===== src/rtl/wbp_pkg.sv =====
package wbp_pkg;

   typedef logic [1:0] bp_t;

   typedef struct packed {
      logic wpen;
      bp_t  bp;
      logic wel;
   } ctl_t;

   localparam logic [7:0] BUSY_BYTE = 8'hFF;

   function automatic logic [7:0] pack_status(input ctl_t c, input logic wip);
      return {c.wpen, 3'b000, c.bp, c.wel, wip};
   endfunction

endpackage


===== src/rtl/wbp_region_guard.sv =====
module wbp_region_guard
   import wbp_pkg::*;
#(
   parameter int ADDR_W = 11
) (
   input  bp_t               bp_i,
   input  logic [ADDR_W-1:0] addr_i,
   output logic              blocked_o
);
   localparam logic [ADDR_W-1:0] QTR_BASE  = {2'b11, {(ADDR_W-2){1'b0}}};
   localparam logic [ADDR_W-1:0] HALF_BASE = {1'b1, {(ADDR_W-1){1'b0}}};

   always_comb begin
      case (bp_i)
         2'b00:   blocked_o = 1'b0;
         2'b01:   blocked_o = (addr_i >= QTR_BASE);
         2'b10:   blocked_o = (addr_i >= HALF_BASE);
         default: blocked_o = 1'b1;
      endcase
   end
endmodule


===== src/rtl/wbp_cycle_timer.sv =====
module wbp_cycle_timer #(
   parameter int WR_CYCLES = 5000
) (
   input  logic clk_i,
   input  logic rst_ni,
   input  logic start_i,
   output logic busy_o,
   output logic done_o
);
   localparam int CW = $clog2(WR_CYCLES + 1);
   localparam logic [CW-1:0] LOAD = CW'(WR_CYCLES - 1);

   logic [CW-1:0] cnt_q;
   logic          busy_q;

   always_ff @(posedge clk_i or negedge rst_ni) begin
      if (!rst_ni) begin
         busy_q <= 1'b0;
         cnt_q  <= '0;
      end else if (start_i && !busy_q) begin
         busy_q <= 1'b1;
         cnt_q  <= LOAD;
      end else if (busy_q) begin
         if (cnt_q == '0) busy_q <= 1'b0;
         else             cnt_q  <= cnt_q - 1'b1;
      end
   end

   assign busy_o = busy_q;
   assign done_o = busy_q && (cnt_q == '0);
endmodule


===== src/rtl/wbp_status_bank.sv =====
module wbp_status_bank
   import wbp_pkg::*;
#(
   parameter logic       WPEN_RST = 1'b0,
   parameter logic [1:0] BP_RST   = 2'b00
) (
   input  logic       clk_i,
   input  logic       rst_ni,
   input  logic       idle_i,
   input  logic       wel_set_i,
   input  logic       wel_clr_i,
   input  logic       sr_take_i,
   input  logic       arr_take_i,
   input  logic [2:0] sr_bits_i,
   input  logic       start_i,
   input  logic       done_i,
   output ctl_t       ctl_o,
   output logic       pend_o
);
   ctl_t       ctl_q;
   logic       pend_q;
   logic       sr_q;
   logic [2:0] shadow_q;

   always_ff @(posedge clk_i or negedge rst_ni) begin
      if (!rst_ni) begin
         ctl_q    <= '{wpen: WPEN_RST, bp: BP_RST, wel: 1'b0};
         pend_q   <= 1'b0;
         sr_q     <= 1'b0;
         shadow_q <= '0;
      end else if (done_i) begin
         ctl_q.wel <= 1'b0;
         if (sr_q) begin
            ctl_q.wpen <= shadow_q[2];
            ctl_q.bp   <= shadow_q[1:0];
         end
         sr_q <= 1'b0;
      end else if (start_i) begin
         pend_q <= 1'b0;
      end else if (idle_i) begin
         if (sr_take_i) begin
            pend_q   <= 1'b1;
            sr_q     <= 1'b1;
            shadow_q <= sr_bits_i;
         end else if (arr_take_i) begin
            pend_q <= 1'b1;
         end else if (wel_set_i) begin
            ctl_q.wel <= 1'b1;
         end else if (wel_clr_i) begin
            ctl_q.wel <= 1'b0;
         end
      end
   end

   assign ctl_o  = ctl_q;
   assign pend_o = pend_q;
endmodule


===== src/rtl/wbp_ctrl.sv =====
module wbp_ctrl
   import wbp_pkg::*;
#(
   parameter int         ADDR_W    = 11,
   parameter int         WR_CYCLES = 5000,
   parameter logic       WPEN_RST  = 1'b0,
   parameter logic [1:0] BP_RST    = 2'b00,
   parameter bit         BUSY_MASK = 1'b1
) (
   input  logic              clk_i,
   input  logic              rst_ni,
   input  logic              wel_set_i,
   input  logic              wel_clr_i,
   input  logic              sr_wr_i,
   input  logic [7:0]        sr_data_i,
   input  logic              arr_wr_i,
   input  logic [ADDR_W-1:0] arr_addr_i,
   input  logic              frame_end_i,
   input  logic              wp_ni,
   output logic              permit_o,
   output logic [7:0]        status_o
);
   if (ADDR_W < 3) begin : g_bad_addr
      $error("wbp_ctrl: ADDR_W must be at least 3");
   end
   if (WR_CYCLES < 1) begin : g_bad_cycles
      $error("wbp_ctrl: WR_CYCLES must be at least 1");
   end

   ctl_t ctl;
   logic busy, done, pend, blocked;
   logic can_wr, sr_ok, start, idle;
   logic unused_data;

   assign unused_data = ^{sr_data_i[6:4], sr_data_i[1:0]};

   wbp_region_guard #(.ADDR_W(ADDR_W)) i_guard (
      .bp_i      (ctl.bp),
      .addr_i    (arr_addr_i),
      .blocked_o (blocked)
   );

   assign idle   = !busy && !frame_end_i;
   assign can_wr = idle && ctl.wel;
   assign sr_ok  = !(ctl.wpen && !wp_ni);
   assign permit_o = can_wr && (sr_wr_i ? sr_ok : (arr_wr_i && !blocked));
   assign start  = frame_end_i && pend && !busy;

   wbp_cycle_timer #(.WR_CYCLES(WR_CYCLES)) i_timer (
      .clk_i   (clk_i),
      .rst_ni  (rst_ni),
      .start_i (start),
      .busy_o  (busy),
      .done_o  (done)
   );

   wbp_status_bank #(.WPEN_RST(WPEN_RST), .BP_RST(BP_RST)) i_bank (
      .clk_i      (clk_i),
      .rst_ni     (rst_ni),
      .idle_i     (idle),
      .wel_set_i  (wel_set_i),
      .wel_clr_i  (wel_clr_i),
      .sr_take_i  (sr_wr_i && permit_o),
      .arr_take_i (arr_wr_i && !sr_wr_i && permit_o),
      .sr_bits_i  ({sr_data_i[7], sr_data_i[3:2]}),
      .start_i    (start),
      .done_i     (done),
      .ctl_o      (ctl),
      .pend_o     (pend)
   );

   if (BUSY_MASK) begin : g_mask_busy
      assign status_o = busy ? BUSY_BYTE : pack_status(ctl, 1'b0);
   end else begin : g_plain_busy
      assign status_o = pack_status(ctl, busy);
   end
endmodule


===== config.mk =====
export PLATFORM = sky130hd
export DESIGN_NAME = wbp_ctrl
export DESIGN_NICKNAME = d
export VERILOG_FILES = /design/src/rtl/wbp_pkg.sv /design/src/rtl/wbp_region_guard.sv /design/src/rtl/wbp_cycle_timer.sv /design/src/rtl/wbp_status_bank.sv /design/src/rtl/wbp_ctrl.sv
export SDC_FILE = /design/constraint.sdc
export NUM_CORES = 1
export LEC_CHECK = 0
export BUFFER_PORTS_ARGS = -buffer_cell sky130_fd_sc_hd__buf_2
export CAP_MARGIN = 30
export CORE_MARGIN = 4
export CORE_UTILIZATION = 35
export CTS_CLUSTER_DIAMETER = 200
export CTS_CLUSTER_SIZE = 12
export DETAILED_ROUTE_END_ITERATION = 6
export PLACE_DENSITY_LB_ADDON = 0.12
export SYNTH_ARGS = -nofsm -noshare
export SYNTH_HDL_FRONTEND = slang
export SYNTH_SLANG_ARGS = --single-unit

===== constraint.sdc =====
create_clock -name clk_i -period 5.75 [get_ports clk_i]
set_clock_uncertainty 0.15 [all_clocks]
set_input_delay 1.15 -clock clk_i [delete_from_list [all_inputs] [get_ports clk_i]]
set_output_delay 1.15 -clock clk_i [all_outputs]
set_load 0.05 [all_outputs]

==> results of run 1 <==
==> report_power, final <==
group	internal (mW)	total (mW)	leakage, nW	switching (mW)
clock	0.0484	0.102	0.0255	0.0534
combinational	0.00362	0.00909	0.258	0.00547
sequential	0.162	0.162	0.274	0.000202
==> area by class of cell <==
| class | count | area, um^2 |
|---|---|---|
| fill | 347 | 2020 |
| multi-input combinational | 91 | 627 |
| sequential | 23 | 576 |
| timing repair buffer | 21 | 105 |
| tap | 46 | 57.6 |
| clock buffer | 3 | 41.3 |
| inverter | 3 | 11.3 |
| clock inverter | 1 | 5.00 |
==> final timing paths <==
path                                        from           endpoint  slack [ns]
worst max-delay path                       wp_ni           permit_o        2.29
worst min-delay path                 i_bank.sr_q        i_bank.sr_q        0.36
worst max register to register  i_timer.cnt_q[4]   i_timer.cnt_q[1]        3.13
worst min register to register       i_bank.sr_q        i_bank.sr_q        0.36
max in group asynchronous                 rst_ni    i_bank.ctl_o[3]        4.40
min in group asynchronous                 rst_ni  i_timer.cnt_q[10]        0.69
==> cells in the mapped netlist (2+ instances only) <==
library cell   n  share of area
clkbuf_1       3         0.0088
buf_4          4          0.023
a31oi_1        2         0.0098
mux2_2         3          0.026
o211ai_1       2          0.012
a21oi_1        6          0.023
nand2_1       12          0.035
nor3_1         3          0.012
nor2_1         7          0.021
inv_1          3         0.0088
o21ai_0        5          0.020
buf_2          3          0.012
or3_1          5          0.024
nor4_1         2         0.0098
o31ai_1        4          0.023
nand3_1        3          0.012
or2_2          5          0.024
nand4_1        2         0.0098
dfrtp_1       23           0.45
mux2_4         3          0.035
or4_1          4          0.023
==> through the flow <==
| stage | setup WS, ns | hold WS, ns | std cells | cell area, um^2 |
|---|---|---|---|---|
| 5_1_grt | 2.20 | 0.381 | 188 | 1420 |
| 6_report | 2.29 | 0.357 | 188 | 1420 |
| 3_5_place_dp | 2.28 | 0.337 | 184 | 1380 |
| 2_1_floorplan | 2.46 | 0.317 | 128 | 1280 |
| 3_3_place_gp | 2.28 | 0.335 | 184 | 1380 |
| 4_1_cts | 2.27 | 0.365 | 188 | 1420 |
==> registers in the layout, summed over array words and instances (netlist names) <==
register,count
i_bank.shadow_q,3
i_timer.cnt_q,13
i_bank.ctl_o,4
i_bank.sr_q,1
i_timer.busy_o,1
i_bank.pend_o,1
==> logic make-up (layout without fill, tap and decap cells) <==
group	after synthesis	count (layout)
compound gates	30	30
simple gates	52	52
flops	23	23
mux	7	7
fa+ha+maj	1	1
xor+xnor	1	1
buf+inv	14	28
==> routing by layer <==
metal / GRT usage / part of all wire / vias to the layer above / wire length (um)
li1: - / - / 500 / -
met1: 0.167 / 0.48 / 499 / 1320
met2: 0.201 / 0.46 / 20 / 1260
met3: 0.0243 / 0.040 / 4 / 110
met4: 0.0670 / 0.017 / 0 / 46
met5: 0 / 0 / - / 0
==> results.json, run 1 <==
{
  "coreArea_mm2": 0.00344,
  "hold_viol_final": 0,
  "synthToLayoutAreaGrowth_pct": 11.0,
  "cpMostUsedCell": "buf_2",
  "wl_per_cell_um": 14.6,
  "synth_xor_area_frac": 0.00684,
  "ys_seq_area_frac": 0.449,
  "synth_edf_count": 0,
  "run_status": "finished, final reports clean",
  "num_vias": 1023,
  "ys_ff_latch": 23,
  "die_w_um": 68.5,
  "crit_family": "compound AO/OA/AOI/OAI gates",
  "maxSlewHeadroom": 0.356,
  "worstSetupEndpointType": "primary output",
  "crit_buf_inv": 3,
  "p_per_area_mw_per_mm2": 192,
  "finalSetupViolCount": 0,
  "synth-adder-area-share": 0.00977,
  "synth_ff_type": "dfrtp_1",
  "grt_max_degree": 26,
  "layout_commonest_cell": "dfrtp_1",
  "finalPower_mw": 0.273,
  "grt_pass1_vias": 931,
  "antenna_found_initial": 0,
  "grt_pass1_wl_um": 4470,
  "max-vdd-ir-drop_uv": 82.5,
  "synth_area_per_cell_um2": 10.0,
  "rows": 21,
  "synth-compound-area-share": 0.163,
  "crit_path_max_incr_delay_ns": 0.48,
  "drc": 0,
  "fmax_mhz": 289,
  "synth_area_mm2": 0.00128,
  "synthArstFlopShare": 1.00,
  "cp-start-kind": "primary input",
  "clk_pin_slew_ns": 0.08,
  "crit_chain": "buf_2 -> inv_1 -> a21boi_0 -> o21a_1 -> buf_2",
  "clk_latency_ns": 0.27,
  "crit_cells": 5,
  "crit_arrival_ns": 2.16,
  "synth_simple_gate_area_share": 0.240,
  "fp.dieH_um": 68.5,
  "tns_ns": 0,
  "critical_path_required_ns": 4.45,
  "critical_path.max_fanout": 5,
  "drt_iter0_markers": 55,
  "n_antenna_cell": 0,
  "drive_gt1_frac": 0.282,
  "fin_crit_ns": 3.46,
  "dr.pass1.iters": 4,
  "hold_path.class": "flip-flop to flip-flop",
  "routed_wl_um": 2740,
  "synth_cells": 128,
  "cpMaxStageDelayCell": "a21boi_0",
  "rsz0062_at_grt": "false",
  "ios": 36,
  "cts-resized-gates": 0,
  "initial_core_util": 0.372,
  "final_nets": 171,
  "fin_util": 0.413,
  "cts_hold_buf": 0,
  "die_area_mm2": 0.00469,
  "root_buffer": "clkbuf_8",
  "cts_inserted_buffers": 3,
  "clockBufferDepth": 2,
  "cts_setup_buffers": 0,
  "critPathKind": "primary input to primary output",
  "gp_congestion": 0.722,
  "ant_nets": 0,
  "drv_slew": 0,
  "via_per_inst": 5.44,
  "synth_cell_types": 45,
  "ys.warnings.count": 0,
  "r2r_cells": 4,
  "synth_top_family_by_area": "simple AND/OR/NAND/NOR gates",
  "muxShareOfSynthArea": 0.0693,
  "grt-ovfl-total": 0,
  "mostFrequentLayoutCells": "dfrtp_1 (23), buf_2 (21), nand2_1 (12), nor2_1 (7), a21oi_1 (6)",
  "cts_tree": "done",
  "io_buffers": 21,
  "syn_nets": 156,
  "cap_violations": 0,
  "cts.sinks": 23,
  "htreeDepth": 1,
  "worstMarginPinSlew_ns": 0.955,
  "track_usage": 0.128,
  "hpwlAfterDp_um": 1970,
  "worstHoldPathCells": 1,
  "p_leak_nw": 0.558,
  "post-route-period-util": 0.601
}
No activity file was read; power rests on OpenSTA's default activity.
==> run 2: changes to the inputs <==
clock period = 3.5 ns   (was 5.75 ns; I/O delays follow)
==> results.json, run 2 (synthesis gave the netlist of run 1 again) <==
{
  "grt_pass1_wl_um": 4420,
  "cts_inserted_buffers": 3,
  "maxSlewHeadroom": 0.318,
  "routed_wl_um": 2650,
  "finalPower_mw": 0.449,
  "hpwlAfterDp_um": 1940,
  "drive_gt1_frac": 0.285,
  "worstSetupEndpointType": "flip-flop",
  "antenna_found_initial": 0,
  "ant_nets": 0,
  "drc": 0,
  "ios": 36,
  "gp_congestion": 0.738,
  "tns_ns": 0,
  "crit_arrival_ns": 2.67,
  "grt-ovfl-total": 0,
  "p_per_area_mw_per_mm2": 312,
  "pre_cts_slack_ns": 0.925,
  "clk_latency_ns": 0.27,
  "post-route-period-util": 0.752,
  "cpMaxStageDelayCell": "o41ai_2",
  "fill_cells": 352,
  "hold_viol_final": 0,
  "mostFrequentLayoutCells": "dfrtp_1 (23), buf_2 (21), nand2_1 (12), nor2_1 (7), a21oi_1 (6)",
  "max-vdd-ir-drop_uv": 135,
  "drt_iter0_markers": 37,
  "io_buffers": 21,
  "htreeDepth": 1,
  "fp.dieH_um": 68.5,
  "drv_slew": 0,
  "crit_buf_inv": 0,
  "cp-start-kind": "flip-flop",
  "critical_path_required_ns": 3.54,
  "critical_path.max_fanout": 12,
  "fmax_mhz": 380,
  "cap_violations": 0,
  "layout_commonest_cell": "dfrtp_1",
  "worstMarginPinSlew_ns": 1.01,
  "largest_reg_flops": 13,
  "grt_pass1_vias": 909,
  "cts_setup_buffers": 0,
  "synthToLayoutAreaGrowth_pct": 12.1,
  "track_usage": 0.127,
  "root_buffer": "clkbuf_8",
  "die_w_um": 68.5,
  "n_antenna_cell": 0,
  "final_cells": 190,
  "clk_pin_slew_ns": 0.08,
  "final_nets": 173,
  "p_leak_nw": 0.564,
  "cts_tree": "done",
  "rows": 21,
  "holdWs_ns": 0.242,
  "grt_max_degree": 25,
  "cts.sinks": 23,
  "coreArea_mm2": 0.00344,
  "crit_path_max_incr_delay_ns": 0.93,
  "cts_hold_buf": 0,
  "fin_ws_ns": 0.867,
  "run_status": "finished, final reports clean",
  "initial_core_util": 0.372,
  "largest-register": "i_timer.cnt_q",
  "wl_per_cell_um": 13.9,
  "via_per_inst": 5.27,
  "crit_chain": "or4_1 -> o41ai_2 -> o21ai_0 -> o21ai_1",
  "num_vias": 1002,
  "clockBufferDepth": 2,
  "finalSetupViolCount": 0,
  "critPathKind": "flip-flop to flip-flop",
  "fin_crit_ns": 2.63,
  "crit_family": "compound AO/OA/AOI/OAI gates",
  "rsz0062_at_grt": "false",
  "cts-resized-gates": 0,
  "dp_cells": 186,
  "dr.pass1.iters": 4,
  "die_area_mm2": 0.00469,
  "hold_path.class": "primary input to asynchronous set/reset pin"
}
==> run 2: cell types whose count changed in the layout (fill, tap and decap cells not counted), sizes merged <==
| cell | before | now |
|---|---|---|
| buf | 21 | 23 |
| clkbuf | 3 | 4 |
| clkinv | 1 | 0 |
==> run 2: path summary, 6_finish.rpt <==
check	to	cells past startpoint	slack, ns	from
max reg2reg	i_timer.cnt_q[1]	4	0.87	i_timer.cnt_q[4]
max	i_timer.cnt_q[1]	4	0.87	i_timer.cnt_q[4]
max in group asynchronous	i_bank.shadow_q[2]	1	2.60	rst_ni
min reg2reg	i_bank.ctl_o[2]	1	0.36	i_bank.shadow_q[1]
min in group clk_i	i_bank.ctl_o[2]	1	0.36	i_bank.shadow_q[1]
min	i_timer.cnt_q[8]	1	0.24	rst_ni
==> run 2: metrics by stage <==
stage / util / instance area (um^2)
after CTS: 0.417 / 1440
after floorplan: - / 1280
after global placement: 0.404 / 1390
final: 0.417 / 1440
after global routing: 0.417 / 1440
after detailed placement: 0.404 / 1390
==> run 2: routing by layer <==
metal	GRT usage	routed length (um)	vias up
met5	0	0	-
met4	0.0521	50	0
met3	0.0292	162	5
met2	0.200	1220	29
met1	0.168	1220	466
li1	-	-	502
==> run 2: area by class of cell <==
class	count	area, um^2	area share
Tap cell	46	57.6	0.0401
Timing Repair Buffer	23	120	0.0836
Clock buffer	4	45.0	0.0314
Sequential cell	23	576	0.401
Inverter	3	11.3	0.00784
Multi-Input combinational cell	91	627	0.436
==> run 2: where the power goes <==
group          switching [mW]  internal [mW]
clock network          0.0849         0.0813
logic                 0.00926        0.00666
registers            0.000373          0.266
total                  0.0945          0.354
==> run 2: worst reg2reg max path: cells and delay by family, from the launching register on <==
| family | cells | cell delay (ns) |
|---|---|---|
| DFF | 1 | 0.47 |
| and+or+nand+nor | 1 | 0.67 |
| AOI/OAI and AO/OA | 3 | 1.26 |
